File: src/rtl/ds_pkg.sv
// Shared definitions for the two-wire token link: token lengths, control
// codes, the delivered token type and the parity rule.
package ds_pkg;

    localparam int DATA_TOKEN_BITS = 10;
    localparam int CTL_TOKEN_BITS  = 4;

    typedef enum logic [1:0] {
        CODE_FCT = 2'b00,
        CODE_EOP = 2'b01,
        CODE_EOM = 2'b10,
        CODE_ESC = 2'b11
    } ctl_code_e;

    typedef struct packed {
        logic       ctl;
        logic [7:0] val;
    } token_t;

    // Parity bit that makes prior payload ones + parity + type odd.
    function automatic logic parity_bit(input logic prev_pay_par, input logic type_bit);
        return ~(prev_pay_par ^ type_bit);
    endfunction

endpackage

File: src/rtl/ds_fifo.sv
// Small first-in first-out token store used as the receive buffer.
// Assumes the writer never pushes when full (guaranteed by link credit)
// and the reader pops only while rd_valid is high.
module ds_fifo #(
    parameter int DEPTH = 8,
    parameter int WIDTH = 9
) (
    input  logic                       clk,
    input  logic                       rst_n,
    input  logic                       push,
    input  logic [WIDTH-1:0]           wdata,
    input  logic                       pop,
    output logic                       rd_valid,
    output logic [WIDTH-1:0]           rd_data,
    output logic                       full,
    output logic [$clog2(DEPTH+1)-1:0] count
);
    localparam int AW = (DEPTH > 1) ? $clog2(DEPTH) : 1;
    localparam int CW = $clog2(DEPTH+1);

    logic [WIDTH-1:0] mem [DEPTH];
    logic [AW-1:0]    wr_ptr, rd_ptr;

    assign rd_valid = (count != '0);
    assign full     = (count == CW'(DEPTH));
    assign rd_data  = mem[rd_ptr];

    // Store written tokens.
    always_ff @(posedge clk) begin
        if (push) mem[wr_ptr] <= wdata;
    end

    // Advance pointers and occupancy.
    always_ff @(posedge clk) begin
        if (!rst_n) begin
            wr_ptr <= '0;
            rd_ptr <= '0;
            count  <= '0;
        end else begin
            if (push) wr_ptr <= (wr_ptr == AW'(DEPTH-1)) ? '0 : wr_ptr + AW'(1);
            if (pop)  rd_ptr <= (rd_ptr == AW'(DEPTH-1)) ? '0 : rd_ptr + AW'(1);
            count <= count + CW'(push) - CW'(pop);
        end
    end

    AST_NO_OVERFLOW: assert property (@(posedge clk) disable iff (!rst_n) push |-> !full);
    AST_NO_UNDERFLOW: assert property (@(posedge clk) disable iff (!rst_n) pop |-> rd_valid);

endmodule

File: src/rtl/ds_tx.sv
// Transmit half: frames user and flow-control tokens, adds parity and
// type bits, and drives them out on the data/strobe wire pair, one bit
// every BIT_DIV cycles. Holds the credit granted by the far receiver.
// Assumes BIT_DIV >= 2 and that the user never offers control code 00.
module ds_tx
    import ds_pkg::*;
#(
    parameter int BIT_DIV    = 4,
    parameter int CREDIT_MAX = 8,
    parameter int GRANT      = 8
) (
    input  logic       clk,
    input  logic       rst_n,
    input  logic       in_valid,
    output logic       in_ready,
    input  logic       in_ctl,
    input  logic [7:0] in_byte,
    input  logic       fct_req,
    output logic       fct_take,
    input  logic       credit_add,
    output logic       tx_data,
    output logic       tx_strobe
);
    localparam int CRW = $clog2(CREDIT_MAX+1);
    localparam int DVW = (BIT_DIV > 1) ? $clog2(BIT_DIV) : 1;

    logic           busy;
    logic [9:0]     sh;
    logic [3:0]     left;
    logic [DVW-1:0] div;
    logic [CRW-1:0] credit;
    logic           prev_par;
    logic           cur_fct;
    logic           take_user;
    logic           ld_ctl;
    logic [7:0]     ld_pay;
    logic           ld_p;
    logic [9:0]     ld_frame;
    logic [3:0]     ld_len;

    assign fct_take  = !busy && fct_req;
    assign in_ready  = !busy && !fct_req && (credit != '0);
    assign take_user = in_valid && in_ready;

    // Build the next token frame, flow control first.
    always_comb begin
        ld_ctl   = fct_take ? 1'b1 : in_ctl;
        ld_pay   = fct_take ? {6'b0, CODE_FCT} : (in_ctl ? {6'b0, in_byte[1:0]} : in_byte);
        ld_p     = parity_bit(prev_par, ld_ctl);
        ld_frame = ld_ctl ? {6'b0, ld_pay[1:0], 1'b1, ld_p} : {ld_pay, 1'b0, ld_p};
        ld_len   = ld_ctl ? 4'(CTL_TOKEN_BITS) : 4'(DATA_TOKEN_BITS);
    end

    // Shift the frame out, toggling exactly one wire per bit.
    always_ff @(posedge clk) begin
        if (!rst_n) begin
            busy      <= 1'b0;
            sh        <= '0;
            left      <= '0;
            div       <= '0;
            prev_par  <= 1'b0;
            cur_fct   <= 1'b0;
            tx_data   <= 1'b0;
            tx_strobe <= 1'b0;
        end else if (!busy) begin
            if (fct_take || take_user) begin
                busy     <= 1'b1;
                sh       <= ld_frame;
                left     <= ld_len;
                div      <= '0;
                prev_par <= ^ld_pay;
                cur_fct  <= fct_take;
            end
        end else begin
            if (div == '0) begin
                tx_data <= sh[0];
                if (sh[0] == tx_data) tx_strobe <= ~tx_strobe;
                sh   <= sh >> 1;
                left <= left - 4'd1;
            end
            if (div == DVW'(BIT_DIV-1)) begin
                div <= '0;
                if (left == 4'd0) busy <= 1'b0;
            end else begin
                div <= div + DVW'(1);
            end
        end
    end

    // Credit bookkeeping: grants in, user tokens out.
    always_ff @(posedge clk) begin
        if (!rst_n) credit <= '0;
        else        credit <= credit + (credit_add ? CRW'(GRANT) : '0) - CRW'(take_user);
    end

    AST_ONE_WIRE_TOGGLE: assert property (@(posedge clk) disable iff (!rst_n)
        !((tx_data != $past(tx_data)) && (tx_strobe != $past(tx_strobe))));
    AST_IDLE_HOLD: assert property (@(posedge clk) disable iff (!rst_n)
        !busy |=> ($stable(tx_data) && $stable(tx_strobe)));
    AST_FCT_PRIORITY: assert property (@(posedge clk) disable iff (!rst_n)
        (!busy && fct_req) |=> (busy && cur_fct));
    AST_CREDIT_BOUND: assert property (@(posedge clk) disable iff (!rst_n)
        credit <= CRW'(CREDIT_MAX));
    AST_USER_CODE: assert property (@(posedge clk) disable iff (!rst_n)
        (in_valid && in_ctl) |-> (in_byte[1:0] != CODE_FCT));

endmodule

File: src/rtl/ds_rx.sv
// Receive half: synchronizes the wire pair, takes one bit per change of
// data XOR strobe, deframes tokens, checks parity, buffers non-credit
// tokens and asks the local transmitter for flow-control tokens.
// Assumes each incoming bit holds for at least two local cycles.
module ds_rx
    import ds_pkg::*;
#(
    parameter int BUF_DEPTH = 8,
    parameter int GRANT     = 8
) (
    input  logic       clk,
    input  logic       rst_n,
    input  logic       rx_data,
    input  logic       rx_strobe,
    output logic       out_valid,
    input  logic       out_ready,
    output logic       out_ctl,
    output logic [7:0] out_byte,
    output logic       par_err,
    output logic       fct_req,
    input  logic       fct_take,
    output logic       credit_add
);
    localparam int OW = $clog2(BUF_DEPTH+GRANT+1);
    localparam int CW = $clog2(BUF_DEPTH+1);

    logic          d1, d2, s1, s2, x_q;
    logic          bit_evt, bitv;
    logic [3:0]    cnt;
    logic          p_bit, t_bit, prev_par;
    logic [7:0]    pay, pay_full;
    logic [2:0]    pidx;
    logic          done, is_fct, push;
    logic          full;
    logic [CW-1:0] fill;
    logic [OW-1:0] owed;
    logic          room_ok;
    token_t        wr_tok, rd_tok;

    assign bit_evt = ((d2 ^ s2) != x_q);
    assign bitv    = d2;
    assign pidx    = 3'(cnt - 4'd2);
    assign done    = bit_evt && ((t_bit && cnt == 4'd3) || (!t_bit && cnt == 4'd9));
    assign is_fct  = done && t_bit && (pay_full[1:0] == CODE_FCT);
    assign push    = done && !is_fct;
    assign credit_add = is_fct;
    assign room_ok = (OW'(fill) + owed + OW'(GRANT)) <= OW'(BUF_DEPTH);

    // Merge the arriving payload bit into the partial payload.
    always_comb begin
        pay_full       = pay;
        pay_full[pidx] = bitv;
    end

    // Two-stage synchronizer and edge reference.
    always_ff @(posedge clk) begin
        if (!rst_n) begin
            d1 <= 1'b0; d2 <= 1'b0; s1 <= 1'b0; s2 <= 1'b0; x_q <= 1'b0;
        end else begin
            d1 <= rx_data; d2 <= d1; s1 <= rx_strobe; s2 <= s1; x_q <= d2 ^ s2;
        end
    end

    // Token deframing and parity check.
    always_ff @(posedge clk) begin
        if (!rst_n) begin
            cnt <= '0; p_bit <= 1'b0; t_bit <= 1'b0; pay <= '0;
            prev_par <= 1'b0; par_err <= 1'b0;
        end else if (bit_evt) begin
            if (cnt == 4'd0) begin
                p_bit <= bitv;
                cnt   <= 4'd1;
            end else if (cnt == 4'd1) begin
                t_bit <= bitv;
                pay   <= '0;
                cnt   <= 4'd2;
                if (!(prev_par ^ p_bit ^ bitv)) par_err <= 1'b1;
            end else begin
                pay <= pay_full;
                if (done) begin
                    cnt      <= '0;
                    prev_par <= ^pay_full;
                end else begin
                    cnt <= cnt + 4'd1;
                end
            end
        end
    end

    // Granted-but-unused credit and flow-control requests.
    always_ff @(posedge clk) begin
        if (!rst_n) begin
            owed    <= '0;
            fct_req <= 1'b0;
        end else begin
            owed <= owed + (fct_take ? OW'(GRANT) : '0) - OW'(push);
            if (fct_take)                fct_req <= 1'b0;
            else if (!fct_req && room_ok) fct_req <= 1'b1;
        end
    end

    assign wr_tok = '{ctl: t_bit, val: pay_full};

    ds_fifo #(.DEPTH(BUF_DEPTH), .WIDTH(9)) u_buf (
        .clk      (clk),
        .rst_n    (rst_n),
        .push     (push),
        .wdata    (wr_tok),
        .pop      (out_valid && out_ready),
        .rd_valid (out_valid),
        .rd_data  (rd_tok),
        .full     (full),
        .count    (fill)
    );

    assign out_ctl  = rd_tok.ctl;
    assign out_byte = rd_tok.val;

    AST_PUSH_CREDITED: assert property (@(posedge clk) disable iff (!rst_n)
        push |-> (owed != '0));
    AST_BUF_ROOM: assert property (@(posedge clk) disable iff (!rst_n)
        push |-> !full);
    AST_ERR_STICKY: assert property (@(posedge clk) disable iff (!rst_n)
        par_err |=> par_err);
    AST_REQ_HOLD: assert property (@(posedge clk) disable iff (!rst_n)
        (fct_req && !fct_take) |=> fct_req);

endmodule

File: src/rtl/ds_token_node.sv
// One endpoint of a two-wire token link: a transmitter and a receiver
// sharing credit. The receiver's flow-control requests leave through the
// local transmitter; flow-control tokens it receives grant credit to it.
// Assumes the peer uses the same BIT_DIV-compatible rate and BUF_DEPTH.
module ds_token_node #(
    parameter int BIT_DIV   = 4,
    parameter int BUF_DEPTH = 8,
    parameter int GRANT     = 8
) (
    input  logic       clk,
    input  logic       rst_n,
    input  logic       in_valid,
    output logic       in_ready,
    input  logic       in_ctl,
    input  logic [7:0] in_byte,
    output logic       tx_data,
    output logic       tx_strobe,
    input  logic       rx_data,
    input  logic       rx_strobe,
    output logic       out_valid,
    input  logic       out_ready,
    output logic       out_ctl,
    output logic [7:0] out_byte,
    output logic       par_err
);
    logic fct_req, fct_take, credit_add;

    ds_tx #(.BIT_DIV(BIT_DIV), .CREDIT_MAX(BUF_DEPTH), .GRANT(GRANT)) u_tx (
        .clk        (clk),
        .rst_n      (rst_n),
        .in_valid   (in_valid),
        .in_ready   (in_ready),
        .in_ctl     (in_ctl),
        .in_byte    (in_byte),
        .fct_req    (fct_req),
        .fct_take   (fct_take),
        .credit_add (credit_add),
        .tx_data    (tx_data),
        .tx_strobe  (tx_strobe)
    );

    ds_rx #(.BUF_DEPTH(BUF_DEPTH), .GRANT(GRANT)) u_rx (
        .clk        (clk),
        .rst_n      (rst_n),
        .rx_data    (rx_data),
        .rx_strobe  (rx_strobe),
        .out_valid  (out_valid),
        .out_ready  (out_ready),
        .out_ctl    (out_ctl),
        .out_byte   (out_byte),
        .par_err    (par_err),
        .fct_req    (fct_req),
        .fct_take   (fct_take),
        .credit_add (credit_add)
    );

endmodule

File: config.mk
export PLATFORM = sky130hd
export DESIGN_NAME = ds_token_node
export DESIGN_NICKNAME = d
export VERILOG_FILES = /design/src/rtl/ds_pkg.sv /design/src/rtl/ds_fifo.sv /design/src/rtl/ds_tx.sv /design/src/rtl/ds_rx.sv /design/src/rtl/ds_token_node.sv
export SDC_FILE = /design/constraint.sdc
export NUM_CORES = 1
export LEC_CHECK = 0
export ABC_AREA = 1
export BUFFER_PORTS_ARGS = -buffer_cell sky130_fd_sc_hd__buf_2
export CORE_MARGIN = 4
export CORE_UTILIZATION = 40
export DETAILED_ROUTE_END_ITERATION = 10
export PLACE_DENSITY_LB_ADDON = 0.2
export REMOVE_ABC_BUFFERS = 1
export SLEW_MARGIN = 20
export SYNTH_ARGS = -nofsm -noshare
export SYNTH_HDL_FRONTEND = slang
export SYNTH_HIERARCHICAL = 1
export SYNTH_SLANG_ARGS = --single-unit
File: constraint.sdc
create_clock -name clk -period 2.8 [get_ports clk]
set_clock_uncertainty 0.05 [all_clocks]
set_input_delay 0.56 -clock clk [delete_from_list [all_inputs] [get_ports clk]]
set_output_delay 0.56 -clock clk [all_outputs]
set_load 0.005 [all_outputs]
* Word-level counts from Yosys, hierarchy flattened *
Memory sizes are Yosys's and may differ from the RTL's. A register that Yosys moved wholly into a read port is not among the register bits.
Index checks and enable logic that the tools add are counted.

storage, ports and cells
  bits in registers = 61
  bits in latches = 0
  RAM bits = 72
  bits in read-only memories = 0
  input bits = 15
  output and inout port bits = 14
  logic and storage cells = 133
  memories kept = 1

memory list
  name            words  bits a word  rd ports  clocked after Yosys merged registers in  write ports  line           text
  u_rx.u_buf.mem  8      9            1         1                                        1            ds_fifo.sv:21  logic [WIDTH-1:0] mem [DEPTH];

cells by class
  $add $sub $neg = 14
  multipliers = 0
  divide/modulo/power cells = 0
  $lt $le $gt $ge = 3
  equal/unequal tests = 9
  shift operators = 0
  multiplexer cells = 33
  bitwise operators = 11
  reduce and logical (&&, ||, !) cells = 38

operators with widths
  cell                                                 count
  two-way mux 10 bit                                   4
  two-way mux 4 bit                                    9
  two-way mux 8 bit                                    3
  XOR reduction 8 bit                                  2
  logical AND 1 bit                                    13
  two-way mux 3 bit                                    4
  AND reduction 2 bit                                  5
  bitwise mux 8 bit                                    1
  zero test 4 bit                                      2
  two-way mux 1 bit                                    8
  AND reduction 4 bit                                  2
  nonzero test 4 bit                                   2
  subtractor 4 x 1 -> 4 bit                            2
  inverter 1 bit                                       7
  adder 3 x 1 -> 3 bit, second input constant          2
  == test 3 bit, second input constant                 2
  two-way mux 2 bit                                    3
  AND reduction 3 bit                                  2
  adder 4 x 5 -> 5 bit                                 1
  adder 5 x 4 -> 5 bit, second input constant          1
  adder 5 bit                                          1
  <= comparator 5 x 4 -> 1 bit, second input constant  1
  subtractor 5 x 1 -> 5 bit                            1
  adder 4 x 1 -> 4 bit                                 1
  other kinds (21)                                     29

* Logic depth before layout (Yosys ltp) *
  depth after elaboration = 12
  depth in mapped cells = 16
  depth with buffers taken out = 15

* By module *
Netlist, hierarchy kept.

modules (own cells, without submodules)
  module   instances  cells an instance  area each (sq um)
  ds_fifo  1          393                3847.4
  ds_rx    1          247                1800.5
  ds_tx    1          202                1330.0

* Worst setup path before layout *
OpenSTA, ideal clock, no wires.

  path kind = reg-to-reg
  start point = register u_rx.cnt[2]
  end point = register u_rx.owed[3]
  arrival time = 2843 ps
  required time = 2622 ps
  path slack = -220 ps
  cell stages (with the launch flop) = 15
  cells stage by stage = dfxtp_1 -> buf_4 -> inv_1 -> nand3_1 -> o21ai_0 -> inv_1 -> ha_1 -> nor3b_1 -> nor2_1 -> ha_1 -> inv_1 -> ha_1 -> fa_1 -> xnor2_1 -> nor2_1

between the ends
  cells in the longest elaborated chain, start to end = 11
  elaborated cells on any way between the ends = 19
  those cells by class = add/sub: 2; order compare: 2; eq/ne: 2; mux: 3; reduce/logical: 10

ends and longest elaborated chain
  element                                                                                            line                 text
  from (decl)                                                                                        ds_rx.sv:29          logic [3:0] cnt;
  from (signal assigned)                                                                             ds_rx.sv:84          cnt <= cnt + 4'd1;
  subtractor 3 x 2 -> 3 bit *                                                                        ds_rx.sv:42          assign pidx = 3'(cnt - 4'd2);
  < comparator 3 x 4 -> 1 bit (not written as such) or >= comparator 3 x 1 -> 1 bit (tied branches)  ds_rx.sv:52          pay_full[pidx] = bitv;
  logical AND 1 bit (not written as such)                                                            ds_rx.sv:52
  two-way mux 1 bit (not written as such)                                                            ds_rx.sv:52
  demux 1 bit (select 3 bit) *                                                                       n/a
  bitwise mux 8 bit *                                                                                ds_rx.sv:52
  net u_rx.pay_full[0]                                                                               ds_rx.sv:31          logic [7:0] pay, pay_full;
  zero test 2 bit *                                                                                  ds_rx.sv:44          assign is_fct = done && t_bit && (pay_full[1:0] == CODE_FCT);
  logical AND 1 bit *                                                                                ds_rx.sv:44
  net credit_add                                                                                     ds_token_node.sv:26  logic fct_req, fct_take, credit_add;
  zero test 1 bit *                                                                                  ds_rx.sv:45          assign push = done && !is_fct;
  logical AND 1 bit *                                                                                ds_rx.sv:45
  net u_rx.push                                                                                      ds_rx.sv:33          logic done, is_fct, push;
  subtractor 5 x 1 -> 5 bit *                                                                        ds_rx.sv:96          owed <= owed + (fct_take ? OW'(GRANT) : '0) - OW'(push);
  to (signal assigned)                                                                               ds_rx.sv:96
  to (decl)                                                                                          ds_rx.sv:36          logic [OW-1:0] owed;

The timed path passes the listed nets; every way through them passes the cells marked *.
A chain may end at the register's enable or synchronous reset.

* Worst setup path after layout *
  start point = register u_rx.cnt[0]
  end point = register u_rx.owed[3]

Same word-level chain as after synthesis.

==> results.json <==
{
  "status": "finished clean",
  "slew_violations": 0,
  "wl_um": 14000,
  "drc_errors": 0,
  "rsz0062_at_grt": "no",
  "cts_max_level": 4,
  "ctsHoldBuffers": 0,
  "num_rows": 47,
  "postCtsSetupBuffers": 0,
  "drt_iter0_markers": 361,
  "yosysWarnings": 6,
  "grt_usage_pct": 14.8,
  "layout_common_cells": "nand2_1, inv_1, edfxtp_1, nand3_1, dfxtp_1",
  "fin_tns_setup_ns": 0,
  "fillers": 1649,
  "finalHoldViolCount": 0,
  "rr_worst_depth": 13,
  "critical-path-top-delay-family": "adder cells",
  "synth_area_per_cell_um2": 8.28,
  "area_growth_syn_to_layout_pct": 14.5,
  "hpwl_um": 9750,
  "vias": 5133,
  "clockBufferDepth": 2,
  "drive_gt1_share_pct": 13.3,
  "cts_resized": 0,
  "worst-path-buf-inv": 3,
  "fin_crit_ns": 2.52,
  "setup_viol": 0,
  "syn-cell-area_um2": 6960,
  "timing.rr.start": "u_rx/cnt[0]",
  "antenna_left": 0,
  "power_density_nw_per_um2": 813,
  "fmaxAchievable_mhz": 397,
  "endpoint_kind": "register",
  "routedWlPerCell_um": 12.5,
  "worstPathArrival_ns": 2.75,
  "ir_drop_mv": 0.528,
  "antenna_found_initial": 0,
  "clk_latency_ns": 0.43,
  "cp_num_cells": 13,
  "start_kind": "register",
  "power_leakage_nw": 3.73,
  "maxSlewHeadroom_pct": 63.8,
  "crit_path_top_delay_cell": "fa_1",
  "ios": 29,
  "grt_pass1_wl_um": 23500,
  "crit_required_ns": 3.03,
  "r2r_end": "u_rx/owed[3]",
  "worstSetupEndpoint": "u_rx/owed[3]",
  "cp_common_cell": "ha_1",
  "grt_pass1_vias": 4814,
  "finalCritPeriodShare_pct": 90.0,
  "drv_cap": 0,
  "grt_max_degree": 37,
  "clkSinkCount": 136,
  "critPathKind": "reg2reg",
  "via_per_inst": 4.57,
  "core_area_um2": 16800,
  "port_buffers": 28,
  "initial_core_util_pct": 41.4,
  "dr.pass1.iters": 5,
  "critPathLaunch": "u_rx/cnt[0]",
  "layout_commonest_cell": "nand2_1",
  "cts_tree": "built",
  "utilization_pct": 47.4,
  "crit_chain": "inv_4 -> nand3_1 -> o21ai_0 -> inv_1 -> ha_1 -> nor3b_1 -> nor2_1 -> ha_1 -> inv_1 -> ha_1 -> fa_1 -> xnor2_1 -> nor2_1",
  "hold_class": "in2reg",
  "cp_max_fo": 8,
  "clkTransAtPathRegs_ns": 0.06,
  "globalRouteOverflowTotal": 0,
  "slowest_delay_ns": 0.38,
  "netlist_instances": 840,
  "root_buffer": "clkbuf_16",
  "numCtsBuffers": 17,
  "dieArea_um2": 19600,
  "die_h_um": 140,
  "rrSetupSlack_ns": 0.28,
  "layout.nets": 939,
  "place.gp.congestion": 0.835,
  "worst_pin_slew_ns": 0.542,
  "diodes": 0,
  "die_w_um": 140
}
[worst register-to-register path: stages, from the launching register on]
cell,delay [ns]
dfxtp_1,0.34
inv_4,0.10
nand3_1,0.09
o21ai_0,0.22
inv_1,0.07
ha_1,0.20
nor3b_1,0.15
nor2_1,0.17
ha_1,0.17
inv_1,0.04
ha_1,0.20
fa_1,0.38
xnor2_1,0.16
nor2_1,0.05
[sequential cells by signal, indices dropped and copies added (netlist names), 2 cells and up, named ones only]
signal	flops
u_rx/cnt	4
u_rx/owed	5
u_rx/pay	8
u_rx/u_buf/count	4
u_rx/u_buf/mem	72
u_rx/u_buf/rd_ptr	3
u_rx/u_buf/wr_ptr	3
u_tx/credit	4
u_tx/div	2
u_tx/left	4
u_tx/sh	10
[where the power goes]
group	internal [mW]	switching (mW)
sequential	2.29	0.140
combinational	0.709	1.18
clock	1.33	0.826
total	4.33	2.14
[per-layer routing]
metal	part of all wire (%)	GRT usage, %
met2	49	24.7
met1	47	19.1
met4	0.99	4.49
met5	0	0
met3	3.2	3.78
[per-stage QoR]
| step | hold slack, ns | instances | worst slack, ns | instance area (um2) | total power [mW] |
|---|---|---|---|---|---|
| 6_report | 0.274 | 1122 | 0.279 | 7970 | 6.47 |
| 2_1_floorplan | 0.340 | 818 | -0.231 | 6790 | 3.80 |
| 3_5_place_dp | 0.346 | 1090 | 0.294 | 7390 | 4.38 |
| 5_1_grt | 0.278 | 1122 | 0.0166 | 7970 | 6.96 |
| 3_3_place_gp | 0.349 | 1090 | 0.350 | 7390 | 4.37 |
| 4_1_cts | 0.255 | 1122 | 0.278 | 7970 | 6.58 |
[how the worst min path moves through the flow]
stage                    from   endpoint  cells after the start
detailed placement    u_rx/d1  u_rx/bitv                      2
global route          rx_data    u_rx/d1                      3
finish              rx_strobe    u_rx/s1                      3
floorplan             u_rx/d1  u_rx/bitv                      2
CTS                   rx_data    u_rx/d1                      3
global placement      u_rx/d1  u_rx/bitv                      2
[area by class of cell]
type / instances / area [um2] / share of cell area, %
multi-input combinational: 516 / 2700 / 33.9
clock buffer: 20 / 447 / 5.61
inverter: 166 / 646 / 8.11
tap: 220 / 275 / 3.46
clock inverter: 12 / 125 / 1.57
sequential: 136 / 3440 / 43.2
timing repair buffer: 52 / 333 / 4.18
(Power assumes the default switching activity.)
